## src/rtl/trio_tmr_pkg.sv

```systemverilog
package trio_tmr_pkg;
  localparam int NCH   = 3;
  localparam int AW    = 10;
  localparam int CW    = 16;
  localparam int PRE_W = 10;

  localparam logic [AW-1:0] RUN_ADDR = 10'h280;

  localparam logic [6:0] OFF_CTRL = 7'd0;
  localparam logic [6:0] OFF_MODE = 7'd1;
  localparam logic [6:0] OFF_IOC  = 7'd2;
  localparam logic [6:0] OFF_IEN  = 7'd4;
  localparam logic [6:0] OFF_STAT = 7'd5;
  localparam logic [6:0] OFF_CNT  = 7'd6;
  localparam logic [6:0] OFF_CMPA = 7'd8;

  localparam logic [2:0] CLR_ON_CMPA = 3'd1;

  // upper address bits of each channel window
  function automatic logic [2:0] win_tag(int ch);
    case (ch)
      0:       return 3'b110;
      1:       return 3'b111;
      default: return 3'b000;
    endcase
  endfunction

  function automatic int unsigned div_for(int ch, logic [2:0] code);
    case (code)
      3'd1:    return 4;
      3'd2:    return 16;
      3'd3:    return 64;
      3'd6:    return (ch == 1) ? 256 : 1;
      3'd7:    return (ch == 2) ? 1024 : 1;
      default: return 1;
    endcase
  endfunction
endpackage

```

## src/rtl/trio_tmr_prescale.sv

```systemverilog
module trio_tmr_prescale
  import trio_tmr_pkg::*;
#(
  parameter int CH = 0,
  parameter int W  = PRE_W
) (
  input  logic       clk,
  input  logic       rst_n,
  input  logic       run,
  input  logic [2:0] code,
  output logic       tick
);
  logic [W-1:0] phase;
  logic [W-1:0] limit;

  assign limit = W'(div_for(CH, code) - 1);
  assign tick  = run && (phase >= limit);

  always_ff @(posedge clk) begin
    if (!rst_n)              phase <= '0;
    else if (!run || tick)   phase <= '0;
    else                     phase <= phase + 1'b1;
  end
endmodule

```

## src/rtl/trio_tmr_chan.sv

```systemverilog
module trio_tmr_chan
  import trio_tmr_pkg::*;
#(
  parameter int CH = 0
) (
  input  logic          clk,
  input  logic          rst_n,
  input  logic          run,
  input  logic          wr_en,
  input  logic          rd_en,
  input  logic [6:0]    offs,
  input  logic [CW-1:0] wdata,
  output logic [CW-1:0] rdata,
  output logic [CW-1:0] cnt_o,
  output logic          flag_o,
  output logic          irq_o,
  output logic          wr_cnt_o,
  output logic          wr_stat_o
);
  logic [7:0]    ctrl, mode, ioc, ien;
  logic [CW-1:0] cnt, cmpa;
  logic          flag, armed, tick, match;

  trio_tmr_prescale #(.CH(CH), .W(PRE_W)) u_pre (
    .clk  (clk),
    .rst_n(rst_n),
    .run  (run),
    .code (ctrl[2:0]),
    .tick (tick)
  );

  assign wr_cnt_o  = wr_en && (offs == OFF_CNT);
  assign wr_stat_o = wr_en && (offs == OFF_STAT);
  assign match     = tick && (cnt == cmpa);

  always_ff @(posedge clk) begin
    if (!rst_n) begin
      ctrl <= '0; mode <= '0; ioc <= '0; ien <= '0;
      cmpa <= '1;
    end else if (wr_en) begin
      case (offs)
        OFF_CTRL: ctrl <= wdata[7:0];
        OFF_MODE: mode <= wdata[7:0];
        OFF_IOC:  ioc  <= wdata[7:0];
        OFF_IEN:  ien  <= wdata[7:0];
        OFF_CMPA: cmpa <= wdata;
        default:  ;
      endcase
    end
  end

  always_ff @(posedge clk) begin
    if (!rst_n)        cnt <= '0;
    else if (wr_cnt_o) cnt <= wdata;
    else if (tick) begin
      if (cnt == cmpa && ctrl[7:5] == CLR_ON_CMPA) cnt <= '0;
      else                                         cnt <= cnt + 1'b1;
    end
  end

  // flag clear needs an earlier status read that saw it set
  always_ff @(posedge clk) begin
    if (!rst_n) begin
      flag  <= 1'b0;
      armed <= 1'b0;
    end else begin
      if (match) flag <= 1'b1;
      else if (wr_stat_o && armed && !wdata[0]) flag <= 1'b0;
      if (rd_en && offs == OFF_STAT) armed <= flag;
      else if (wr_stat_o)            armed <= 1'b0;
    end
  end

  always_comb begin
    case (offs)
      OFF_CTRL: rdata = {8'h00, ctrl};
      OFF_MODE: rdata = {8'h00, mode};
      OFF_IOC:  rdata = {8'h00, ioc};
      OFF_IEN:  rdata = {8'h00, ien};
      OFF_STAT: rdata = {15'h0000, flag};
      OFF_CNT:  rdata = cnt;
      OFF_CMPA: rdata = cmpa;
      default:  rdata = '0;
    endcase
  end

  assign cnt_o  = cnt;
  assign flag_o = flag;
  assign irq_o  = flag && ien[0];
endmodule

```

## src/rtl/trio_cmp_timer.sv

```systemverilog
module trio_cmp_timer
  import trio_tmr_pkg::*;
(
  input  logic          clk,
  input  logic          rst_n,
  input  logic          bus_req,
  input  logic          bus_we,
  input  logic [AW-1:0] bus_addr,
  input  logic [CW-1:0] bus_wdata,
  output logic [CW-1:0] bus_rdata,
  output logic          bus_rvalid,
  output logic [NCH-1:0] irq
);
  logic [NCH-1:0]         run;
  logic [NCH-1:0]         hit, flag, wr_cnt, wr_stat;
  logic [NCH-1:0][CW-1:0] ch_rd, cnt_all;
  logic                   run_hit;
  logic [CW-1:0]          rd_mux;

  assign run_hit = bus_req && (bus_addr == RUN_ADDR);

  for (genvar i = 0; i < NCH; i++) begin : g_ch
    assign hit[i] = bus_req && (bus_addr[AW-1:7] == win_tag(i));
    trio_tmr_chan #(.CH(i)) u_ch (
      .clk      (clk),
      .rst_n    (rst_n),
      .run      (run[i]),
      .wr_en    (hit[i] && bus_we),
      .rd_en    (hit[i] && !bus_we),
      .offs     (bus_addr[6:0]),
      .wdata    (bus_wdata),
      .rdata    (ch_rd[i]),
      .cnt_o    (cnt_all[i]),
      .flag_o   (flag[i]),
      .irq_o    (irq[i]),
      .wr_cnt_o (wr_cnt[i]),
      .wr_stat_o(wr_stat[i])
    );
  end

  always_ff @(posedge clk) begin
    if (!rst_n)                run <= '0;
    else if (run_hit && bus_we) run <= bus_wdata[NCH-1:0];
  end

  always_comb begin
    rd_mux = '0;
    if (run_hit) rd_mux = CW'(run);
    for (int i = 0; i < NCH; i++)
      if (hit[i]) rd_mux = ch_rd[i];
  end

  always_ff @(posedge clk) begin
    if (!rst_n) begin
      bus_rdata  <= '0;
      bus_rvalid <= 1'b0;
    end else begin
      bus_rvalid <= bus_req && !bus_we;
      if (bus_req && !bus_we) bus_rdata <= rd_mux;
    end
  end
endmodule

```

## config.mk

```make
export PLATFORM = sky130hd
export DESIGN_NAME = trio_cmp_timer
export DESIGN_NICKNAME = d
export VERILOG_FILES = /design/src/rtl/trio_tmr_pkg.sv /design/src/rtl/trio_tmr_prescale.sv /design/src/rtl/trio_tmr_chan.sv /design/src/rtl/trio_cmp_timer.sv
export SDC_FILE = /design/constraint.sdc
export NUM_CORES = 1
export LEC_CHECK = 0
export CORE_MARGIN = 4
export CORE_UTILIZATION = 55
export DETAILED_ROUTE_END_ITERATION = 6
export PLACE_DENSITY = 0.78
export REMOVE_ABC_BUFFERS = 1
export SYNTH_ARGS = -nofsm -noshare
export SYNTH_HDL_FRONTEND = slang
export SYNTH_SLANG_ARGS = --single-unit
```

## constraint.sdc

```tcl
create_clock -name clk -period 3.1 [get_ports clk]
set_input_delay 0.93 -clock clk [delete_from_list [all_inputs] [get_ports clk]]
set_output_delay 0.93 -clock clk [all_outputs]
set_load 0.01 [all_outputs]
```

==> results of run 1 <==
-- cell usage after synthesis, drive strengths merged (5+ instances only) --
cell type,instances
xor2,44
a32oi,11
nor4,14
inv,20
a31oi,33
a22o,12
nand3,193
a211oi,18
nor3b,7
ha,30
nand2,340
nor2b,9
mux2,8
o21a,5
a221o,11
o21ai,50
a22oi,19
o31a,7
dfxtp,248
and2,18
or4,6
or3,22
mux4,12
nor3,32
and3,19
clkbuf,83
a21o,8
a21oi,174
buf,52
nand4,17
nand3b,7
xnor2,25
nand2b,13
a221oi,7
mux2i,10
nor2,93
-- worst max-delay path: stages (launching register included) --
cell and delay [ns]:
dfxtp_1 0.45, nand2_1 0.13, o21a_1 0.14, ha_1 0.27
nor2b_1 0.04, o21ai_1 0.21, a211o_1 0.17, nand3_1 0.25
or2_1 0.45, or4_1 0.54, a31oi_1 0.19
-- what timing repair did --
item | 4_1_cts | 5_1_grt
resized for setup | 0 | 2
endpoints found under the setup margin | 0 | 7
hold buffers | 0 | 0
-- routing by layer --
| layer | vias to the layer above | wire [um] | track usage, % |
|---|---|---|---|
| li1 | 6361 | - | - |
| met1 | 6455 | 18000 | 44.6 |
| met2 | 803 | 20100 | 51.4 |
| met3 | 156 | 4510 | 5.85 |
| met4 | 0 | 2150 | 13.2 |
| met5 | - | 0 | 0 |
-- cells in the final DEF (no fill, tap or decap), types with 30 or more instances in the layout --
cell type        instances
ha_1                    30
nand3_1                193
clkdlybuf4s50_1         46
a21oi_1                174
nor2_1                  84
dfxtp_1                248
xor2_1                  44
a31oi_1                 33
o21ai_0                 45
buf_4                  145
nand2_1                337
-- power by group through the flow --
stage,registers (mW),clock network [mW],logic [mW]
finish,3.22,3.61,0.432
global route,3.22,3.76,0.449
CTS,3.22,3.64,0.418
detailed placement,3.29,0,0.416
global placement,3.29,0,0.412
floorplan,3.29,0,0.135
-- sequential cells by signal (all words and copies together) (netlist names), 3 cells and up --
signal and flops:
g_ch.u_ch.cmpa 48, g_ch.u_ch.cnt_o 48, g_ch.u_ch.u_pre.phase 30, g_ch.u_ch.ctrl 24
g_ch.u_ch.ien 24, g_ch.u_ch.ioc 24, g_ch.u_ch.mode 24, bus_rdata 16
g_ch.u_ch.armed 3, g_ch.u_ch.flag_o 3, run 3
-- worst max path at each step --
stage	start	end	slack (ns)	cells after the start
final	g_ch[1].u_ch.ctrl[2]$_SDFFE_PN0P_	g_ch[1].u_ch.cnt_o[13]$_SDFFE_PN0P_	0.18	10
after detailed placement	bus_addr[3]	bus_rdata[4]$_SDFFE_PN0P_	-0.33	10
after floorplan	rst_n	bus_rdata[10]$_SDFFE_PN0P_	-0.96	3
after CTS	g_ch[1].u_ch.ctrl[0]$_SDFFE_PN0P_	g_ch[1].u_ch.cnt_o[13]$_SDFFE_PN0P_	0.20	10
after global placement	bus_addr[0]	bus_rdata[4]$_SDFFE_PN0P_	-0.32	9
after global routing	g_ch[1].u_ch.ctrl[0]$_SDFFE_PN0P_	g_ch[1].u_ch.cnt_o[13]$_SDFFE_PN0P_	0.006	10
-- logic make-up (layout without fill, tap and decap cells) --
family	after synthesis	count (layout)
buffers and inverters	155	277
multiplexers	30	30
adder cells (fa/ha/maj)	30	30
other	1	4
AND/OR/NAND/NOR	806	806
flip-flops	248	248
XOR/XNOR	69	69
AO/OA/AOI/OAI	390	390
-- metrics by stage --
step | hold WS, ns | cell area (um2) | setup WS [ns]
after floorplan | 0.426 | 12800 | -0.964
after global placement | 0.436 | 15000 | -0.320
after detailed placement | 0.442 | 15000 | -0.335
after CTS | 0.450 | 16000 | 0.201
after global routing | 0.475 | 16000 | 0.00556
final | 0.445 | 16000 | 0.178
-- cell type report --
class / count / area, um2
clock buffers: 38 / 798
clock inverters: 13 / 210
fillers: 1929 / 7710
inverters: 20 / 77.6
multi-input cells: 1329 / 7780
flip-flops and latches: 248 / 4960
well taps: 319 / 399
repair buffers: 206 / 1800
==> qor.csv, run 1 <==
metric;value;unit
status;finished, final reports clean;
R2R depth;10;
synth top area cells;dfxtp_1, nand2_1, nand3_1;
num rows;56;
Leakage;5.67;nW
routed vias/inst;6.34;
number of synthesized flops with an enable pin;0;
Compound-Gate Fraction of Synth Area;18.2;%
Die Y;164;um
gr ovfl total;0;
post-synthesis mux area share;3.44;%
Die Wd;164;um
Least-Margin Pin Slew;1.08;ns
Ys Warns;0;
crit path time final;2.92;ns
cell-internal power;5.58;mW
worst hold path class;register to register;
H-tree depth;1;
TritonCTS clock tree;built;
CP Launch Type;register;
Reg power frac;44.3;%
core box area;23800;um2
Final Wtd Congestion;1.02;
xor and xnor area share after synthesis;4.51;%
DR WL/cell;20.6;um
WP data required;3.57;ns
Worst Skew;0.0156;ns
post-synthesis cell type count;79;
clock sink count;248;
cells after synthesis;1729;
hold depth;2;
# DRC;0;
worst-path fanout max;11;
Port Buf Inserts;49;
Power Density;453;nW/um2
async set or reset register ratio after synthesis;0;%
first-pass GRT wire length;70200;um
largest family of logic cells by synthesized area;simple AND/OR/NAND/NOR gates;
Comb power frac;5.9;%
clk buf depth;3;
Rel. slew slack;27.4;%
post-synth top area share;37.0;%
R2R Setup Slk;0.18;ns
Final Core Density;67.5;%
Final Cycle Share;94.3;%
register area share after synthesis;37.0;%
Max Fclk;342;MHz
RR Startpoint;g_ch[1].u_ch.ctrl[2]$_SDFFE_PN0P_;
synthesized cell area;13400;um2
Clock Power Share;49.7;%
Syn Area/Cell;7.75;um2
vias in the first global route;12900;
largest net degree at the start of global routing;139;
fin nets;1893;
Layout area overhead;19.7;%
flops & latches, synth;248;
Synth area leader;dfxtp_1;
Post-DP HPWL;32100;um
die area;26900;um2
overall power;7.27;mW
ys flop type;dfxtp_1;
final hold viol count;0;
# diodes;0;
Worst-path clk slew;0.06;ns
DR vias;13800;
Slew Limit Fails;0;
# IOs;50;
crit path capture type;register;
Post-DRT Antenna Nets;0;
max_cap viols;0;
worst vdd ir;0.000527;V
final-report setup violation count;0;
initial core utilization;56.4;%
Synth Area in Adders;2.80;%
worst min-delay path startpoint;bus_rdata[3]$_SDFFE_PN0P_;
RSZ-0062 raised after global routing;false;
Num CTS Buffers;28;
Simple-Gate Fraction of Synth Area;28.9;%
Net Switching;1.69;mW
setup repair bufs after CTS;0;
Finished Layout Cells;2173;
Crit Path Class;register to register;
Worst Hold End;bus_rdata[3]$_SDFFE_PN0P_;
final WL;44800;um
Placed Cells incl. Taps;2122;
setup_tns;0;ns
initial antenna violation count;0;
CTS root buf;clkbuf_16;
Sw Ratio;23.2;%
layout cell share with drive strength beyond 1;14.0;%
Arr. time, crit path;3.39;ns
DRT Pass-1 Iters;6;
clk_lat worst skew;0.55;ns
reg2reg end;g_ch[1].u_ch.cnt_o[13]$_SDFFE_PN0P_;
gr usage total;32.7;%
First DRT Iteration DRCs;1466;
No activity file was read; power rests on OpenSTA's default activity.
==> inputs of run 2 (changes only) <==
- CTS_BUF_LIST: not set -> sky130_fd_sc_hd__clkbuf_8
==> run 2 against run 1 <==
Final area down 0.74%; non-clock buffer count unchanged; register-to-register slack better by 0.06 ns; global-route usage up 0.33 points; utilization down 0.50 points; sequential power about the same; clock power down 16%; via count up 0.58%; power down 8.0%; die area unchanged; sequential share of layout area up 0.24 points; maximum frequency up 0.44%; critical path type is now primary input to register; critical endpoint is now bus_rdata[4]$_SDFFE_PN0P_.
==> qor.csv, run 2 (same netlist as run 1, synthesis figures left out) <==
metric;value;unit;change
gr ovfl total;0;;unchanged
commonest non-fill, non-tap cell in the layout;nand2_1;;unchanged
pre-CTS setup slack;-0.335;ns;unchanged
setup_tns;0;ns;unchanged
crit path capture type;register;;unchanged
Least-Margin Pin Slew;1.07;ns;was 1.08 ns
Port Buf Inserts;49;;unchanged
routed vias/inst;6.30;;was 6.34
top layer in use;met4;;unchanged
Post-DRT Antenna Nets;0;;unchanged
Slowest cell on crit path;or4_1;;unchanged
Final Wtd Congestion;1.02;;unchanged
Met1 Wirelength;17900;um;was 18000 um
fin nets;1908;;was 1893
max_cap viols;0;;unchanged
clk buf depth;3;;unchanged
Finished Layout Cells;2199;;was 2173
first-pass GRT wire length;70600;um;was 70200 um
gr usage total;33.0;%;was 32.7%
Crit Path Class;primary input to register;;was register to register
# DRC;0;;unchanged
die area;26900;um2;unchanged
CP Buf/Inv Count;3;;was 0
overall power;6.69;mW;was 7.27 mW
TritonCTS clock tree;built;;unchanged
fin worst setup slack;0.191;ns;was 0.178 ns
cell-internal power;4.99;mW;was 5.58 mW
# diodes;0;;unchanged
Die Y;164;um;unchanged
Power Density;420;nW/um2;was 453 nW/um2
hold depth;2;;unchanged
H-tree depth;2;;was 1
RSZ-0062 raised after global routing;false;;unchanged
Die Wd;164;um;unchanged
final hold viol count;0;;unchanged
post_cts resized;0;;unchanged
Layout area overhead;18.8;%;was 19.7%
First DRT Iteration DRCs;1343;;was 1466
clock sink count;248;;unchanged
final WL;44900;um;was 44800 um
CP peak stage delay;0.66;ns;was 0.54 ns
worst vdd ir;0.000470;V;was 0.000527 V
Crit path top cell by count;buf_4;;
R2R Setup Slk;0.24;ns;was 0.18 ns
reg2reg end;g_ch[1].u_ch.cnt_o[10]$_SDFFE_PN0P_;;was g_ch[1].u_ch.cnt_o[13]$_SDFFE_PN0P_
# IOs;50;;unchanged
area taken by multi-input logic gates;7800;um2;was 7780 um2
status;finished, final reports clean;;unchanged
R2R depth;10;;unchanged
crit path time final;2.91;ns;was 2.92 ns
RR Startpoint;g_ch[1].u_ch.ctrl[1]$_SDFFE_PN0P_;;was g_ch[1].u_ch.ctrl[2]$_SDFFE_PN0P_
Placed Cells incl. Taps;2122;;unchanged
Comb power frac;6.5;%;was 5.9%
CP Launch Type;primary input;;was register
Net Switching;1.70;mW;was 1.69 mW
WL met3;4660;um;was 4510 um
Clock Power Share;45.4;%;was 49.7%
Leakage;5.69;nW;was 5.67 nW
CTS root buf;clkbuf_8;;was clkbuf_16
Design Area, Final;15900;um2;was 16000 um2
Worst Hold End;bus_rdata[3]$_SDFFE_PN0P_;;unchanged
Rel. slew slack;28.3;%;was 27.4%
worst min-delay path startpoint;bus_rdata[3]$_SDFFE_PN0P_;;unchanged
core box area;23800;um2;unchanged
WP data required;3.61;ns;was 3.57 ns
register area;4970;um2;was 4960 um2
WHS;0.443;ns;was 0.445 ns
Post-DP HPWL;32100;um;unchanged
DR vias;13900;;was 13.8k
largest net degree at the start of global routing;139;;unchanged
worst hold path class;register to register;;unchanged
Final Core Density;67.0;%;was 67.5%
Max Fclk;344;MHz;was 342 MHz
Arr. time, crit path;3.42;ns;was 3.39 ns
clk_lat worst skew;0.57;ns;was 0.55 ns
num rows;56;;unchanged
CP top delay family;simple AND/OR/NAND/NOR gates;;unchanged
setup repair bufs after CTS;0;;unchanged
Worst-path clk slew;0.05;ns;was 0.06 ns
Slew Limit Fails;0;;unchanged
Worst Skew;0.0232;ns;was 0.0156 ns
fill count;1982;;was 1929
placed cell area;15000;um2;unchanged
most frequent cells in the layout;nand2_1, dfxtp_1, nand3_1, a21oi_1, buf_4;;unchanged
met2 routed WL;20100;um;about the same
DR WL/cell;20.4;um;was 20.6 um
Final Cycle Share;93.8;%;was 94.3%
worst-path fanout max;8;;was 11
DRT Pass-1 Iters;5;;was 6
CTS Hold Bufs;0;;unchanged
vias in the first global route;13000;;was 12.9k
Num CTS Buffers;43;;was 28
Reg power frac;48.2;%;was 44.3%
initial core utilization;56.4;%;unchanged
critical-path cell list;clkdlybuf4s50_1 > or4_1 > nor2_2 > buf_4 > a221o_1 > a21oi_1 > nor3_1 > buf_4 > a22o_1;;was nand2_1 > o21a_1 > ha_1 > nor2b_1 > o21ai_1 > a211o_1 > nand3_1 > or2_1 > or4_1 > a31oi_1
final-report setup violation count;0;;unchanged
layout cell share with drive strength beyond 1;15.0;%;was 14.0%
initial antenna violation count;0;;unchanged
Sw Ratio;25.4;%;was 23.2%
[run 2: final cells by class]
| type | instances | share of cell area, % |
|---|---|---|
| Multi-Input combinational cell | 1329 | 49.0 |
| Sequential cell | 248 | 31.2 |
| Timing Repair Buffer | 206 | 11.3 |
| Clock buffer | 56 | 4.84 |
| Tap cell | 319 | 2.51 |
| Clock inverter | 21 | 0.652 |
| Inverter | 20 | 0.487 |
[run 2: worst min-delay path, delay by kind of cell (launching register included)]
kind,cells,cell delay [ns]
simple gates,2,0.09
flops,1,0.31
[run 2: power groups by stage]
stage	registers (mW)	clock network (mW)	logic, mW
floorplan	3.29	0	0.135
global placement	3.29	0	0.412
detailed placement	3.29	0	0.416
CTS	3.22	3.05	0.417
global route	3.22	3.20	0.448
finish	3.22	3.03	0.431
[run 2: metal layers]
metal | up-vias | GRT usage [%]
met1 | 6484 | 44.7
met2 | 811 | 51.4
li1 | 6406 | -
met3 | 154 | 6.22
met4 | 0 | 14.8
met5 | - | 0
[run 2: worst max path at each step]
| stage | from | end | cells after the start |
|---|---|---|---|
| 4_1_cts | g_ch[2].u_ch.ctrl[1]$_SDFFE_PN0P_ | g_ch[2].u_ch.cnt_o[3]$_SDFFE_PN0P_ | 9 |
| 3_3_place_gp | bus_addr[0] | bus_rdata[4]$_SDFFE_PN0P_ | 9 |
| 5_1_grt | g_ch[1].u_ch.ctrl[0]$_SDFFE_PN0P_ | g_ch[1].u_ch.cnt_o[10]$_SDFFE_PN0P_ | 12 |
| 3_5_place_dp | bus_addr[3] | bus_rdata[4]$_SDFFE_PN0P_ | 10 |
| 2_1_floorplan | rst_n | bus_rdata[10]$_SDFFE_PN0P_ | 3 |
| 6_report | bus_addr[0] | bus_rdata[4]$_SDFFE_PN0P_ | 9 |
==> inputs of run 3 (changes only) <==
- CORE_UTILIZATION: 55 -> 64
- PLACE_DENSITY: 0.78 -> 0.88
==> run 3 against run 2 <==
Sequential cell count unchanged; critical path type unchanged; global-route usage rose by 3.6 points; worst hold slack improved by 0.0091 ns; clock skew is 0.0067 ns lower; via count is 1.5% higher; final area decreased by 1.1%; count of clock-buffer cells in the layout shrank 4; non-clock buffer count fell by 9; cell count shrank 2.6%; maximum frequency down 3.8%; sequential share of layout area increased by 0.33 points.
==> qor.csv, run 3 (same netlist as run 1, synthesis figures left out) <==
metric;value;unit;change
largest net degree at the start of global routing;139;;unchanged
H-tree depth;2;;unchanged
TritonCTS clock tree;built;;unchanged
CP Buf/Inv Count;3;;unchanged
clk buf depth;3;;unchanged
Num CTS Buffers;43;;unchanged
clock sink count;248;;unchanged
final WL;44400;um;was 44900 um
Die Wd;153;um;was 164 um
gr usage total;36.6;%;was 33.0%
WP data required;3.50;ns;was 3.61 ns
First DRT Iteration DRCs;1813;;was 1343
Power Density;421;nW/um2;was 420 nW/um2
DR vias;14100;;was 13.9k
# DRC;0;;unchanged
num rows;52;;was 56
Max Fclk;331;MHz;was 344 MHz
Worst-path clk slew;0.06;ns;was 0.05 ns
worst hold path class;register to register;;unchanged
worst vdd ir;0.000668;V;was 0.000470 V
worst-path fanout max;20;;was 8
Reg power frac;48.6;%;was 48.2%
Placed Cells incl. Taps;2064;;was 2122
CTS root buf;clkbuf_8;;unchanged
routed vias/inst;6.57;;was 6.30
final-report setup violation count;0;;unchanged
setup_tns;0;ns;unchanged
Worst Skew;0.0165;ns;was 0.0232 ns
RSZ-0062 raised after global routing;false;;unchanged
fin nets;1899;;was 1908
Crit path top cell by count;buf_4;;unchanged
Arr. time, crit path;3.43;ns;was 3.42 ns
status;finished, final reports clean;;unchanged
Final Core Density;77.1;%;was 67.0%
initial core utilization;65.6;%;was 56.4%
Comb power frac;6.4;%;was 6.5%
Final Wtd Congestion;1.04;;was 1.02
Sw Ratio;25.2;%;was 25.4%
Leakage;5.64;nW;was 5.69 nW
initial antenna violation count;0;;unchanged
cell-internal power;4.96;mW;was 4.99 mW
crit path capture type;register;;unchanged
Crit Path Class;primary input to register;;unchanged
fill count;1457;;was 1982
Final Cycle Share;97.6;%;was 93.8%
Slowest cell on crit path;a2111oi_0;;was or4_1
CP peak stage delay;0.80;ns;was 0.66 ns
core box area;20400;um2;was 23800 um2
first-pass GRT wire length;70200;um;was 70600 um
Finished Layout Cells;2141;;was 2199
Port Buf Inserts;49;;unchanged
Rel. slew slack;29.4;%;was 28.3%
crit path time final;3.03;ns;was 2.91 ns
max_cap viols;0;;unchanged
# diodes;0;;unchanged
critical-path cell list;clkdlybuf4s50_1 > buf_4 > nand2b_1 > buf_4 > nor2_1 > a2111oi_0 > a311oi_1 > o21ai_1 > a21oi_1;;was clkdlybuf4s50_1 > or4_1 > nor2_2 > buf_4 > a221o_1 > a21oi_1 > nor3_1 > buf_4 > a22o_1
Post-DP HPWL;31200;um;was 32100 um
clk_lat worst skew;0.55;ns;was 0.57 ns
layout cell share with drive strength beyond 1;14.3;%;was 15.0%
commonest non-fill, non-tap cell in the layout;nand2_1;;unchanged
Clock Power Share;45.0;%;was 45.4%
gr ovfl total;0;;unchanged
Slew Limit Fails;0;;unchanged
die area;23300;um2;was 26900 um2
vias in the first global route;13300;;was 13.0k
DRT Pass-1 Iters;6;;was 5
Layout area overhead;17.5;%;was 18.8%
Die Y;153;um;was 164 um
most frequent cells in the layout;nand2_1, dfxtp_1, nand3_1, a21oi_1, buf_4;;unchanged
CP Launch Type;primary input;;unchanged
Post-DRT Antenna Nets;0;;unchanged
Least-Margin Pin Slew;1.06;ns;was 1.07 ns
DR WL/cell;20.7;um;was 20.4 um
CP top delay family;compound AO/OA/AOI/OAI gates;;was simple AND/OR/NAND/NOR gates
# IOs;50;;unchanged
Net Switching;1.67;mW;was 1.70 mW
WHS;0.452;ns;was 0.443 ns
final hold viol count;0;;unchanged
-- run 3: cell types whose count changed in the layout (fill, tap and decap cells not counted), sizes merged --
| cell | previous run | this run |
|---|---|---|
| inv | 35 | 36 |
| clkinvlp | 0 | 1 |
| clkinv | 6 | 7 |
| buf | 160 | 151 |
| clkbuf | 56 | 52 |
| bufinv | 0 | 1 |
-- run 3: what timing repair did --
item	CTS	global route
hold buffers	0	0
buffers inserted	0	0
resized for setup	0	3
endpoints found under the setup margin	0	9
-- run 3: stage by stage --
| stage | setup slack [ns] | instance area [um2] | total power [mW] |
|---|---|---|---|
| floorplan | -0.964 | 12800 | 3.42 |
| global placement | -0.296 | 14900 | 3.69 |
| detailed placement | -0.334 | 14900 | 3.70 |
| CTS | 0.102 | 15700 | 6.62 |
| global route | 0.0326 | 15700 | 6.79 |
| finish | 0.0747 | 15700 | 6.63 |
-- run 3: metal layers --
layer	up-vias	track usage, %	routed length (um)
met5	-	0	0
met4	0	16.1	2270
met3	208	6.67	5060
met2	938	58.8	20200
met1	6528	48.4	16800
li1	6383	-	-
-- run 3: worst register-to-register path, stage by stage (launching register included) --
cell and delay, ns:
dfxtp_1 0.46, nor2_1 0.08, nor2_1 0.12, ha_1 0.24, nand2b_1 0.15, a2111o_1 0.43, a311o_1 0.35, nand2_1 0.34
buf_4 0.23, nor3_1 0.07, o21bai_1 0.17, a31oi_1 0.10
-- run 3: area by class of cell --
cell class | count | area (um2) | area share, %
Multi-Input combinational cell | 1329 | 7790 | 49.5
Sequential cell | 248 | 4960 | 31.5
Timing Repair Buffer | 197 | 1720 | 10.9
Clock buffer | 52 | 716 | 4.55
Tap cell | 270 | 338 | 2.15
Clock inverter | 25 | 138 | 0.874
Inverter | 20 | 77.6 | 0.493
-- run 3: final timing paths --
| check | end | cells after the start | startpoint | slack, ns |
|---|---|---|---|---|
| max | bus_rdata[6]$_SDFFE_PN0P_ | 9 | bus_addr[3] | 0.07 |
| min | g_ch[0].u_ch.ien[7]$_SDFFE_PN0P_ | 2 | g_ch[0].u_ch.ien[7]$_SDFFE_PN0P_ | 0.45 |
| max reg2reg | g_ch[0].u_ch.cnt_o[5]$_SDFFE_PN0P_ | 11 | g_ch[0].u_ch.ctrl[0]$_SDFFE_PN0P_ | 0.23 |
| min reg2reg | g_ch[0].u_ch.ien[7]$_SDFFE_PN0P_ | 2 | g_ch[0].u_ch.ien[7]$_SDFFE_PN0P_ | 0.45 |
-- run 3: power groups by stage --
stage	clock network (mW)	logic [mW]	registers, mW
floorplan	0	0.135	3.29
global placement	0	0.401	3.29
detailed placement	0	0.406	3.29
CTS	2.99	0.408	3.22
global route	3.13	0.439	3.22
finish	2.98	0.425	3.22
